[src/rtl/rtc_stage_pkg.sv]
package rtc_stage_pkg;
  localparam int TIME_W = 32;
  localparam int HALF_W = 16;
  localparam int ADDR_W = 4;

  localparam logic [ADDR_W-1:0] A_MAIN   = 4'd0;
  localparam logic [ADDR_W-1:0] A_AUX    = 4'd1;
  localparam logic [ADDR_W-1:0] A_STG_LO = 4'd2;
  localparam logic [ADDR_W-1:0] A_STG_HI = 4'd3;
  localparam logic [ADDR_W-1:0] A_RD_LO  = 4'd4;
  localparam logic [ADDR_W-1:0] A_RD_HI  = 4'd5;
  localparam logic [ADDR_W-1:0] A_TRIG   = 4'd6;
  localparam logic [ADDR_W-1:0] A_CNT_LO = 4'd7;
  localparam logic [ADDR_W-1:0] A_CNT_HI = 4'd8;

  localparam int B_WR_BASE = 1;
  localparam int B_RD_BASE = 2;
  localparam int B_CLR_CNT = 3;
  localparam int B_WR_SW0  = 5;
  localparam int B_WR_SW1  = 6;
  localparam int B_RD_SW0  = 7;
  localparam int B_RD_SW1  = 8;

  typedef enum logic [1:0] {RD_NONE, RD_BASE, RD_SW0, RD_SW1} rdSel_e;

  typedef struct packed {
    logic   clrCnt;
    logic   wrBase;
    logic   wrSw0;
    logic   wrSw1;
    rdSel_e rdSel;
    logic   capCnt;
    logic   snap;
  } commitCmd_t;
endpackage

[src/rtl/rtc_stage_ctrl.sv]
module rtc_stage_ctrl
  import rtc_stage_pkg::*;
#(
  parameter int TW = TIME_W,
  parameter int HW = HALF_W,
  parameter int AW = ADDR_W
) (
  input  logic          clk,
  input  logic          rst_n,
  input  logic          regWrEn,
  input  logic [AW-1:0] regAddr,
  input  logic [HW-1:0] regWrData,
  output logic [HW-1:0] regRdData,
  input  logic          isoStrobe,
  input  logic [TW-1:0] rdWord,
  input  logic [TW-1:0] cntSnap,
  output logic [TW-1:0] stageWord,
  output commitCmd_t    cmd
);
  logic [HW-1:0] mainCtl, auxCtl, stageLo, stageHi;
  logic          strobePrev;
  logic          commit;

  always_ff @(posedge clk or negedge rst_n) begin
    if (!rst_n) begin
      mainCtl    <= '0;
      auxCtl     <= '0;
      stageLo    <= '0;
      stageHi    <= '0;
      strobePrev <= 1'b0;
    end else begin
      strobePrev <= isoStrobe;
      if (regWrEn) begin
        unique case (regAddr)
          A_MAIN:   mainCtl <= regWrData;
          A_AUX:    auxCtl  <= regWrData;
          A_STG_LO: stageLo <= regWrData;
          A_STG_HI: stageHi <= regWrData;
          default:  ;
        endcase
      end
    end
  end

  assign commit    = isoStrobe && !strobePrev;
  assign stageWord = {stageHi, stageLo};

  always_comb begin
    cmd        = '0;
    cmd.rdSel  = RD_NONE;
    cmd.snap   = regWrEn && (regAddr == A_TRIG) && regWrData[0];
    if (commit) begin
      cmd.clrCnt = mainCtl[B_CLR_CNT];
      cmd.wrBase = mainCtl[B_WR_BASE];
      cmd.wrSw0  = mainCtl[B_WR_SW0];
      cmd.wrSw1  = mainCtl[B_WR_SW1];
      cmd.capCnt = auxCtl[0];
      if (mainCtl[B_RD_BASE])     cmd.rdSel = RD_BASE;
      else if (mainCtl[B_RD_SW0]) cmd.rdSel = RD_SW0;
      else if (mainCtl[B_RD_SW1]) cmd.rdSel = RD_SW1;
    end
  end

  always_comb begin
    unique case (regAddr)
      A_MAIN:   regRdData = mainCtl;
      A_AUX:    regRdData = auxCtl;
      A_STG_LO: regRdData = stageLo;
      A_STG_HI: regRdData = stageHi;
      A_RD_LO:  regRdData = rdWord[HW-1:0];
      A_RD_HI:  regRdData = rdWord[TW-1:HW];
      A_CNT_LO: regRdData = cntSnap[HW-1:0];
      A_CNT_HI: regRdData = cntSnap[TW-1:HW];
      default:  regRdData = '0;
    endcase
  end

  // a held strobe yields a single-cycle commit
  p_single_commit_r8: assert property (@(posedge clk) disable iff (!rst_n)
    (isoStrobe && strobePrev) |-> (cmd.rdSel == RD_NONE && !cmd.clrCnt && !cmd.wrBase));
endmodule

[src/rtl/rtc_stage_dp.sv]
module rtc_stage_dp
  import rtc_stage_pkg::*;
#(
  parameter int TW = TIME_W
) (
  input  logic          clk,
  input  logic          rst_n,
  input  logic          secTick,
  input  commitCmd_t    cmd,
  input  logic [TW-1:0] stageWord,
  output logic [TW-1:0] rdWord,
  output logic [TW-1:0] cntSnap,
  output logic [TW-1:0] wallTime
);
  logic [TW-1:0] base, counter, sw0, sw1, cntHold;
  logic [TW-1:0] baseNext, counterNext, sw0Next, sw1Next;

  always_comb begin
    counterNext = counter;
    if (cmd.clrCnt)    counterNext = '0;
    else if (secTick)  counterNext = counter + 1'b1;
    baseNext = cmd.wrBase ? stageWord : base;
    sw0Next  = cmd.wrSw0  ? stageWord : sw0;
    sw1Next  = cmd.wrSw1  ? stageWord : sw1;
  end

  always_ff @(posedge clk or negedge rst_n) begin
    if (!rst_n) begin
      base    <= '0;
      counter <= '0;
      sw0     <= '0;
      sw1     <= '0;
      rdWord  <= '0;
      cntHold <= '0;
      cntSnap <= '0;
    end else begin
      base    <= baseNext;
      counter <= counterNext;
      sw0     <= sw0Next;
      sw1     <= sw1Next;
      unique case (cmd.rdSel)
        RD_BASE: rdWord <= baseNext;
        RD_SW0:  rdWord <= sw0Next;
        RD_SW1:  rdWord <= sw1Next;
        default: ;
      endcase
      if (cmd.capCnt) cntHold <= counterNext;
      if (cmd.snap)   cntSnap <= cntHold;
    end
  end

  assign wallTime = base + counter;

  p_clear_cnt_r3: assert property (@(posedge clk) disable iff (!rst_n)
    cmd.clrCnt |=> (counter == '0));
  p_cnt_idle_r2: assert property (@(posedge clk) disable iff (!rst_n)
    (!cmd.clrCnt && !secTick) |=> $stable(counter));
  p_base_guard_r4: assert property (@(posedge clk) disable iff (!rst_n)
    !cmd.wrBase |=> $stable(base));
  p_snap_guard_r7: assert property (@(posedge clk) disable iff (!rst_n)
    !cmd.snap |=> $stable(cntSnap));
endmodule

[src/rtl/rtc_stage_top.sv]
module rtc_stage_top
  import rtc_stage_pkg::*;
(
  input  logic              clk,
  input  logic              rst_n,
  input  logic              regWrEn,
  input  logic [ADDR_W-1:0] regAddr,
  input  logic [HALF_W-1:0] regWrData,
  output logic [HALF_W-1:0] regRdData,
  input  logic              isoStrobe,
  input  logic              secTick,
  output logic [TIME_W-1:0] wallTime
);
  commitCmd_t        cmd;
  logic [TIME_W-1:0] stageWord, rdWord, cntSnap;

  rtc_stage_ctrl ctrl_i (
    .clk(clk), .rst_n(rst_n), .regWrEn(regWrEn), .regAddr(regAddr),
    .regWrData(regWrData), .regRdData(regRdData), .isoStrobe(isoStrobe),
    .rdWord(rdWord), .cntSnap(cntSnap), .stageWord(stageWord), .cmd(cmd)
  );

  rtc_stage_dp dp_i (
    .clk(clk), .rst_n(rst_n), .secTick(secTick), .cmd(cmd),
    .stageWord(stageWord), .rdWord(rdWord), .cntSnap(cntSnap),
    .wallTime(wallTime)
  );
endmodule

[config.mk]
export PLATFORM = sky130hd
export DESIGN_NAME = rtc_stage_top
export DESIGN_NICKNAME = d
export VERILOG_FILES = /design/src/rtl/rtc_stage_pkg.sv /design/src/rtl/rtc_stage_ctrl.sv /design/src/rtl/rtc_stage_dp.sv /design/src/rtl/rtc_stage_top.sv
export SDC_FILE = /design/constraint.sdc
export NUM_CORES = 1
export LEC_CHECK = 0
export BUFFER_PORTS_ARGS = -buffer_cell sky130_fd_sc_hd__buf_2
export CAP_MARGIN = 20
export CORE_MARGIN = 2
export CORE_UTILIZATION = 32
export DETAILED_ROUTE_END_ITERATION = 8
export PLACE_DENSITY = 0.54
export SETUP_SLACK_MARGIN = 0.2
export SLEW_MARGIN = 10
export SYNTH_ARGS = -nofsm -noshare
export SYNTH_HDL_FRONTEND = slang
export SYNTH_HIERARCHICAL = 1
export SYNTH_SLANG_ARGS = --single-unit
[constraint.sdc]
create_clock -name clk -period 5.5 [get_ports clk]
set_input_delay 0.55 -clock clk [delete_from_list [all_inputs] [get_ports clk]]
set_output_delay 0.55 -clock clk [all_outputs]
set_load 0.01 [all_outputs]
==> results of run 1 <==
## power by group
group          internal [mW]  switching, mW  total (mW)  leakage (nW)
Clock                   1.23          0.807        2.04         0.494
Combinational           1.06           1.01        2.07          3.14
Sequential              2.75          0.456        3.20          3.71
Total                   5.03           2.27        7.31          7.35
## area by class of cell
cell class              count  area [µm²]  share of cell area (%)
multi-input cells         724        6710                    41.4
flip-flops and latches    289        7230                    44.6
clock buffers              41         871                    5.37
clock inverters             8         115                   0.710
inverters                  16        60.1                   0.370
well taps                 592         741                    4.57
repair buffers             85         483                    2.98
## timing repair
item	4_1_cts	5_1_grt
hold buffers	1	0
setup buffers	0	0
gates resized for setup	0	0
hold endpoints to repair	6	0
## worst reg2reg max path: cells and delay by family, from the launching register on
family / cells / cell delay [ns]
simple gates: 2 / 1.10
mux: 2 / 0.90
buf+inv: 1 / 0.50
flops: 1 / 0.36
## per-layer routing
metal / up-vias / track usage, % / part of all wire [%]
met3: 55 / 2.19 / 3.6
li1: 4103 / - / -
met2: 148 / 25.6 / 45
met1: 4660 / 23.9 / 49
met5: - / 0 / 0.056
met4: 4 / 4.02 / 2.0
## synthesized netlist by cell type (17+ instances only)
master	number
xnor2_1	28
nand3_1	33
a22oi_1	32
xor2_1	29
mux4_2	32
ha_1	32
mux2_2	264
buf_1	19
a21o_1	17
nand2_1	39
clkbuf_1	20
nor2_1	47
a21oi_1	24
dfrtp_1	289
## per-stage QoR
step	std cells	hold slack, ns	util, %
after detailed placement	1705	0.474	34.5
after global routing	1755	0.106	36.7
after CTS	1755	0.101	36.7
after floorplan	1090	0.254	-
final	1755	0.121	36.7
after global placement	1705	0.460	34.5
## how the worst max path moves through the flow
stage	end	cells past startpoint	slack, ns	startpoint
2_1_floorplan	wallTime[24]	9	2.37	dp_i/counter[0]$_DFF_PN0_
3_3_place_gp	wallTime[24]	10	2.06	dp_i/counter[0]$_DFF_PN0_
3_5_place_dp	wallTime[28]	10	2.08	dp_i/counter[0]$_DFF_PN0_
4_1_cts	wallTime[28]	10	1.47	dp_i/counter[0]$_DFF_PN0_
5_1_grt	wallTime[24]	10	1.37	dp_i/counter[0]$_DFF_PN0_
6_report	wallTime[24]	10	1.52	dp_i/counter[0]$_DFF_PN0_
## registers in the layout (all words and copies together), names as in the netlist, 32 cells and up
signal,cells
dp_i/rdWord,32
dp_i/base,32
dp_i/sw0,32
dp_i/sw1,32
dp_i/cntHold,32
dp_i/counter,32
dp_i/cntSnap,32
## kinds of logic after synthesis
| group | after synthesis | share of synthesized area (%) |
|---|---|---|
| and+or+nand+nor | 190 | 7.03 |
| xor gates and xnor gates | 57 | 3.50 |
| DFF | 289 | 50.7 |
| adders and majority gates | 33 | 2.95 |
| buffers and inverters | 77 | 2.40 |
| AOI/OAI and AO/OA | 144 | 7.16 |
| muxes | 300 | 26.2 |
==> results.sh, run 1 <==
export IMPL_outcome="complete, no violations"
export IMPL_grt_pass1_wl_mm=58.7
export IMPL_whs_path_depth=1
export IMPL_port_buffers=72
export IMPL_antenna_cells=0
export IMPL_ant_nets=0
export IMPL_gp_congestion=0.807
export IMPL_cts_sinks=289
export IMPL_post_route_period_util_pct=72.4
export IMPL_period_needed_ns=3.98
export IMPL_tns_ns=0
export IMPL_cp_max_fo=5
export IMPL_overflow=0
export IMPL_fin_area_um2=16200
export IMPL_worstReg2RegEnd="dp_i/rdWord[10]$_DFFE_PN0P_"
export IMPL_synthFlopType="dfrtp_1"
export IMPL_synth_top_cell_by_area="dfrtp_1"
export IMPL_cp_required_ns=4.95
export IMPL_synth_edf_count=0
export IMPL_dieWidth_um=215
export IMPL_ys_types=73
export IMPL_floorplan_rows=77
export IMPL_hold_class="in2reg"
export IMPL_worst_pin_slew_ns=1.08
export IMPL_r2r_start="ctrl_i/strobePrev$_DFF_PN0_"
export IMPL_drtIter0Drc=596
export IMPL_fillers=4304
export IMPL_place_ws_ns=2.08
export IMPL_drive_gt1_share_pct=39.0
export IMPL_grt_total_usage_pct=16.3
export IMPL_dr_pass1_iters=4
export IMPL_worstSetupStartpointType="register"
export IMPL_synthCells=1090
export IMPL_synth_area_leaders="dfrtp_1 51%, mux2_2 21%, mux4_2 5.1%"
export IMPL_final_common_cell="dfrtp_1"
export IMPL_critPathTopFamily="compound AO/OA/AOI/OAI gates"
export IMPL_drv_cap=0
export IMPL_final_net_count=1203
export IMPL_num_vias=8970
export IMPL_path_buf_inv=1
export IMPL_synth_warning_count=6
export IMPL_dpl_hpwl_mm=25.8
export IMPL_worstPathArrival_ns=3.43
export IMPL_htreeDepth=1
export IMPL_syn_area_per_cell_um2=13.1
export IMPL_layout_common_cells="289 x dfrtp_1, 264 x mux2_2, 71 x buf_2"
export IMPL_start_util_pct=32.3
export IMPL_r2r_slack_ns=2.51
export IMPL_crit_slowest_cell="a221oi_2"
export IMPL_skew_ns=0.0101
export IMPL_hold_path_startpoint="isoStrobe"
export IMPL_antenna_found_initial=2
export IMPL_report_power_total_mw=7.31
export IMPL_max_stage_delay_ns=0.43
export IMPL_clk_transition_reported_paths_ns=0.06
export IMPL_timing_fmax_mhz=251
export IMPL_die_area_um2=46300
export IMPL_wl_mm=37.6
export IMPL_slew_viol_final=0
export IMPL_core_um2=44100
export IMPL_end_kind="output port"
export IMPL_clk_latency_ns=0.54
export IMPL_syn_num_nets=1148
export IMPL_power_leakage_nw=7.35
export IMPL_worst_slack_ns=1.52
export IMPL_drc_errors=0
export IMPL_power_density_nw_per_um2=451
export IMPL_maxSlewHeadroom_pct=27.8
export IMPL_peakVddDrop_mv=0.158
export IMPL_syn2layout_area_growth_pct=13.7
export IMPL_wl_per_cell_um=21.4
export IMPL_grt_pass1_vias=9428
export IMPL_ioPinCount=73
export IMPL_r2r_cells=5
export IMPL_seq_area_frac_synth_pct=50.7
export IMPL_die_h_um=215
export IMPL_grt_start_max_net_pins=148
export IMPL_cts_buffer_depth=3
export IMPL_crit_chain="ha_1 -> fa_1 -> a21o_1 -> a221oi_2 -> o211a_4 -> a211oi_4 -> o211ai_2 -> nor4bb_1 -> nor4_1 -> buf_2"
export IMPL_cts_buffers_inserted=29
export IMPL_async_reset_ff_share_pct=100
export IMPL_netlist_area_um2=14300
export IMPL_setup_violations=0
export IMPL_yosysTopAreaCellShare_pct=50.7
export IMPL_hold_violations=0
export IMPL_rsz0062_at_grt="no"
export IMPL_critPathKind="reg2out"
export IMPL_cts_tree="done"
export IMPL_cts_root_buf="clkbuf_16"
export IMPL_post_dp_cell_area_um2=15200
export IMPL_min_to="ctrl_i/strobePrev$_DFF_PN0_"
export IMPL_viasPerCell=5.11
export IMPL_ys_ff_latch=289
Power figures use the tool's default switching activity.
==> inputs of run 2 (changes only) <==
Settings changed: PLACE_DENSITY 0.54 to 0.56.
Clock period 5.5 ns to 3.27 ns, I/O delays scaled along.
==> run 2 against run 1 <==
Compared with the run above: the run now ends with negative setup slack left; clock skew up 0.0034 ns; cell area rose by 5.0%; final cell count up 2.8%; wire length is 0.76% higher; worst setup slack got worse by 1.6 ns; sequential power rose by 70%; hold slack got worse by 0.053 ns; critical path type unchanged; largest power group unchanged.
==> results.sh, run 2 (synthesized netlist as in run 1, its figures left out) <==
export IMPL_antenna_found_initial=3
export IMPL_cts_sinks=289
export IMPL_drtIter0Drc=701
export IMPL_drv_cap=0
export IMPL_grt_start_max_net_pins=108
export IMPL_outcome="finished, violations left"
export IMPL_grt_pass1_wl_mm=59.8
export IMPL_cts_tree="done"
export IMPL_power_density_nw_per_um2=745
export IMPL_power_leakage_nw=7.55
export IMPL_skew_ns=0.0135
export IMPL_tns_ns=-0.0941
export IMPL_htreeDepth=1
export IMPL_start_util_pct=32.3
export IMPL_critPathTopFamily="compound AO/OA/AOI/OAI gates"
export IMPL_worstPathArrival_ns=2.99
export IMPL_cts_root_buf="clkbuf_16"
export IMPL_fillers=4231
export IMPL_wl_mm=37.9
export IMPL_clk_latency_ns=0.55
export IMPL_peakVddDrop_mv=0.359
export IMPL_violations="negative setup slack"
export IMPL_final_net_count=1248
export IMPL_hold_class="in2reg"
export IMPL_end_kind="output port"
export IMPL_drc_errors=0
export IMPL_die_h_um=215
export IMPL_ant_nets=0
export IMPL_drive_gt1_share_pct=46.5
export IMPL_critPathKind="reg2out"
export IMPL_num_vias=9171
export IMPL_place_ws_ns=0.177
export IMPL_ioPinCount=73
export IMPL_cp_max_fo=5
export IMPL_final_common_cell="dfrtp_1"
export IMPL_path_buf_inv=1
export IMPL_crit_chain="ha_2 -> fa_2 -> a21o_1 -> a221oi_4 -> o211a_4 -> a211oi_4 -> o211ai_4 -> nor4bb_4 -> nor4_1 -> buf_2"
export IMPL_crit_slowest_cell="dfrtp_1"
export IMPL_cts_buffers_inserted=28
export IMPL_slew_viol_final=0
export IMPL_cts_buffer_depth=3
export IMPL_worstSetupStartpointType="register"
export IMPL_period_needed_ns=3.31
export IMPL_gp_congestion=0.837
export IMPL_setup_violations=3
export IMPL_overflow=0
export IMPL_grt_pass1_vias=9806
export IMPL_dpl_hpwl_mm=25.8
export IMPL_die_area_um2=46300
export IMPL_rsz0062_at_grt="yes"
export IMPL_timing_fmax_mhz=302
export IMPL_max_stage_delay_ns=0.39
export IMPL_port_buffers=72
export IMPL_core_um2=44100
export IMPL_cp_required_ns=2.94
export IMPL_antenna_cells=0
export IMPL_worst_slack_ns=-0.0447
export IMPL_wl_per_cell_um=21.0
export IMPL_layout_common_cells="272 x dfrtp_1, 264 x mux2_2, 71 x buf_2"
export IMPL_dr_pass1_iters=4
export IMPL_grt_total_usage_pct=16.5
export IMPL_report_power_total_mw=12.7
export IMPL_dieWidth_um=215
export IMPL_post_route_period_util_pct=101
export IMPL_hold_violations=0
export IMPL_syn2layout_area_growth_pct=19.5
export IMPL_maxSlewHeadroom_pct=49.6
export IMPL_worst_pin_slew_ns=0.752
export IMPL_floorplan_rows=77
export IMPL_viasPerCell=5.08
export IMPL_clk_transition_reported_paths_ns=0.06
==> run 2: cell types whose count changed in the layout (fill, tap and decap cells not counted), sizes merged <==
cell         before  now
bufinv            3    2
dlygate4sd3       1    2
clkbuf           41   40
buf              84  129
clkinv            5    7
clkinvlp          0    3
==> run 2: per-layer routing <==
metal | vias to the layer above | routed length, µm | global-route usage, %
met1 | 4779 | 18100 | 23.4
met5 | - | 33 | 0
li1 | 4198 | - | -
met2 | 148 | 17500 | 26.3
met4 | 4 | 582 | 3.49
met3 | 42 | 1660 | 3.30
==> run 2: area by class of cell <==
| cell class | instances | area [µm²] | share of cell area, % |
|---|---|---|---|
| Clock buffer | 40 | 817 | 4.80 |
| Multi-Input combinational cell | 724 | 7110 | 41.8 |
| Clock inverter | 12 | 118 | 0.691 |
| Tap cell | 592 | 741 | 4.35 |
| Inverter | 16 | 60.1 | 0.353 |
| Timing Repair Buffer | 131 | 925 | 5.43 |
| Sequential cell | 289 | 7250 | 42.6 |
==> run 2: final timing paths <==
| path | from | slack (ns) | cells after the start | endpoint |
|---|---|---|---|---|
| min in group asynchronous | rst_n | 0.23 | 2 | ctrl_i/mainCtl[1]$_DFFE_PN0P_ |
| worst min register to register | dp_i/sw1[20]$_DFF_PN0_ | 0.48 | 1 | dp_i/sw1[20]$_DFF_PN0_ |
| worst max-delay path | dp_i/base[0]$_DFF_PN0_ | -0.04 | 10 | wallTime[24] |
| worst min-delay path | regWrData[2] | 0.07 | 2 | ctrl_i/stageLo[2]$_DFFE_PN0P_ |
| worst max register to register | dp_i/counter[0]$_DFF_PN0_ | 0.89 | 8 | dp_i/cntHold[29]$_DFFE_PN0P_ |
| max in group asynchronous | rst_n | 2.15 | 3 | dp_i/counter[11]$_DFF_PN0_ |
==> run 2: power breakdown <==
group	total (mW)	switching (mW)	internal (mW)
clock network	3.27	1.37	1.90
logic	3.98	1.82	2.16
registers	5.44	0.813	4.63
==> run 2: per-stage QoR <==
step	hold WS, ns	instances	area, µm²	util, %
after floorplan	0.0314	1090	14300	-
after global placement	0.206	1716	15400	34.8
after detailed placement	0.207	1716	15400	34.8
after CTS	0.0404	1786	16700	37.9
after global routing	0.0519	1804	17000	38.6
final	0.0683	1804	17000	38.6
==> run 2: repair_timing <==
item	in CTS	in global routing
resized for setup	55	41
setup buffers	16	18
setup endpoints to repair	19	22
endpoints found under the hold margin	26	0
cloned	0	0
pin swaps	32	24
hold buffers	2	0
==> run 2: worst register-to-register path: stages, from the launching register on <==
cell     delay [ns]
dfrtp_1        0.36
buf_4          0.13
nand4_1        0.22
nor2_2         0.37
nand3_1        0.25
nor3_1         0.33
nand4_1        0.17
xor2_1         0.27
o22ai_1        0.14
==> inputs of run 3 (changes only) <==
--- a/config.mk
+++ b/config.mk
@@ -9,7 +9,7 @@
 export CAP_MARGIN = 20
 export CORE_MARGIN = 2
-export CORE_UTILIZATION = 32
+export CORE_UTILIZATION = 52
 export DETAILED_ROUTE_END_ITERATION = 8
-export PLACE_DENSITY = 0.56
+export PLACE_DENSITY = 0.79
 export SETUP_SLACK_MARGIN = 0.2
 export SLEW_MARGIN = 10
==> constraint.sdc (replaced) <==
create_clock -name clk -period 3.27 [get_ports clk]
set_input_delay 0.327 -clock clk [delete_from_list [all_inputs] [get_ports clk]]
set_output_delay 0.327 -clock clk [all_outputs]
set_load 0.05 [all_outputs]
==> run 3 against run 2 <==
Compared with the run above: the run still ends with negative setup slack left; die area down 38%; cell area unchanged; combinational power up 31%; wire length down 3.3%; critical endpoint is now wallTime[16]; highest routed layer is now met4.
==> results.sh, run 3 (synthesized netlist as in run 1, its figures left out) <==
export IMPL_floorplan_rows=60
export IMPL_ant_nets=0
export IMPL_r2r_slack_ns=0.80
export IMPL_whs_ns=0.0694
export IMPL_cts_tree="done"
export IMPL_maxSlewHeadroom_pct=48.9
export IMPL_hold_path_startpoint="regWrData[9]"
export IMPL_layout_cells_non_filler=1558
export IMPL_dp_cells=1468
export IMPL_worstPathArrival_ns=3.14
export IMPL_gp_congestion=0.869
export IMPL_viasPerCell=6.23
export IMPL_timing_fmax_mhz=289
export IMPL_grt_pass1_wl_mm=57.8
export IMPL_peakVddDrop_mv=0.344
export IMPL_worst_pin_slew_ns=0.763
export IMPL_antenna_found_initial=1
export IMPL_dieWidth_um=170
export IMPL_rsz0062_at_grt="yes"
export IMPL_die_h_um=170
export IMPL_grt_total_usage_pct=25.9
export IMPL_start_util_pct=52.9
export IMPL_hold_class="in2reg"
export IMPL_drc_errors=0
export IMPL_slew_viol_final=0
export IMPL_whs_path_depth=2
export IMPL_r2r_cells=5
export IMPL_drv_cap=0
export IMPL_power_density_nw_per_um2=827
export IMPL_clk_latency_ns=0.54
export IMPL_worstReg2RegEnd="dp_i/rdWord[12]$_DFFE_PN0P_"
export IMPL_internal_power_mw=9.04
export IMPL_violations="negative setup slack"
export IMPL_final_core_util_pct=63.2
export IMPL_wl_per_cell_um=23.5
export IMPL_num_vias=9711
export IMPL_worstSetupStartpointType="register"
export IMPL_port_buffers=72
export IMPL_period_needed_ns=3.46
export IMPL_end_kind="output port"
export IMPL_outcome="finished, violations left"
export IMPL_dr_pass1_iters=5
export IMPL_cts_sinks=289
export IMPL_cp_max_fo=3
export IMPL_min_to="ctrl_i/mainCtl[9]$_DFFE_PN0P_"
export IMPL_die_area_um2=28800
export IMPL_final_net_count=1253
export IMPL_core_um2=27000
export IMPL_wl_mm=36.7
export IMPL_cp_required_ns=2.94
export IMPL_skew_ns=0.0102
export IMPL_syn2layout_area_growth_pct=19.5
export IMPL_pwr_share_clk_pct=24.4
export IMPL_post_dp_cell_area_um2=15100
export IMPL_crit_start="dp_i/counter[0]$_DFF_PN0_"
export IMPL_cts_buffers_inserted=28
export IMPL_htreeDepth=1
export IMPL_setup_violations=9
export IMPL_cts_buffer_depth=3
export IMPL_seq_power_share_pct=38.6
export IMPL_grt_start_max_net_pins=97
export IMPL_grt_pass1_vias=10100
export IMPL_final_common_cell="dfrtp_1"
export IMPL_dpl_hpwl_mm=24.0
export IMPL_critPathKind="reg2out"
export IMPL_drive_gt1_share_pct=47.9
export IMPL_r2r_start="ctrl_i/strobePrev$_DFF_PN0_"
export IMPL_hold_violations=0
export IMPL_worst_slack_ns=-0.193
export IMPL_power_switching_mw=5.04
export IMPL_overflow=0
export IMPL_p_sw_share_pct=35.8
export IMPL_cts_root_buf="clkbuf_16"
export IMPL_ioPinCount=73
export IMPL_drtIter0Drc=864
export IMPL_clk_transition_reported_paths_ns=0.06
export IMPL_fin_area_um2=17000
export IMPL_power_leakage_nw=7.65
export IMPL_combPwrFrac_pct=37.0
export IMPL_layout_common_cells="275 x dfrtp_1, 264 x mux2_2, 60 x buf_4"
export IMPL_post_route_period_util_pct=106
==> run 3: cell count changes in the layout (fill, tap and decap cells not counted), moves of 4 or more <==
cell and delta:
buf_2 -22, buf_4 +15, buf_6 +10, clkbuf_1 -4
xor2_1 -4, xor2_2 +4
==> run 3: area by class of cell <==
cell class                 count  area, µm²
antenna                        1       2.50
multi-input combinational    724       7220
timing repair buffer         136       1070
clock inverter                13        168
tap                          341        427
sequential                   289       7250
inverter                      16       60.1
clock buffer                  38        830
fill                        1862       9920
==> run 3: worst max path at each step <==
stage                        end  slack (ns)  depth (start not counted)
floorplan           wallTime[24]        0.13                          9
global placement    wallTime[24]        0.12                         10
detailed placement  wallTime[24]        0.06                         10
CTS                 wallTime[30]       -0.19                         11
global route        wallTime[16]       -0.32                         10
finish              wallTime[16]       -0.19                         10
==> run 3: through the flow <==
step	setup TNS, ns	setup WS [ns]	power (mW)
4_1_cts	-0.697	-0.189	14.0
2_1_floorplan	0	0.133	8.58
5_1_grt	-2.35	-0.323	14.7
3_3_place_gp	0	0.118	9.75
3_5_place_dp	0	0.0585	9.91
6_report	-0.726	-0.193	14.1
==> run 3: timing repair <==
item,in CTS,in global routing
gates resized for setup,113,27
endpoints found under the hold margin,93,0
buffers inserted,23,13
setup endpoints to repair,22,22
pin swaps,39,31
hold buffers,2,0
==> run 3: power groups by stage <==
stage / clock [mW] / sequential (mW) / combinational, mW
after floorplan: 0 / 5.03 / 3.55
after global placement: 0 / 5.32 / 4.43
after detailed placement: 0 / 5.38 / 4.53
after CTS: 3.48 / 5.41 / 5.07
after global routing: 3.61 / 5.53 / 5.53
final: 3.44 / 5.44 / 5.20
==> run 3: per-layer routing <==
metal | routed length [µm] | vias to the layer above | track usage [%]
met2 | 17300 | 366 | 41.6
li1 | - | 4204 | -
met5 | 0 | - | 0
met3 | 2350 | 84 | 4.10
met1 | 15900 | 5057 | 36.5
met4 | 1060 | 0 | 8.62
==> run 3: critical path: stages, from the launching register on <==
cell	delay, ns
dfrtp_1	0.39
ha_2	0.20
fa_2	0.34
a21o_1	0.20
a221oi_4	0.28
o211ai_1	0.21
a31oi_2	0.23
o21bai_1	0.11
a21oi_1	0.22
xnor2_1	0.17
buf_4	0.24
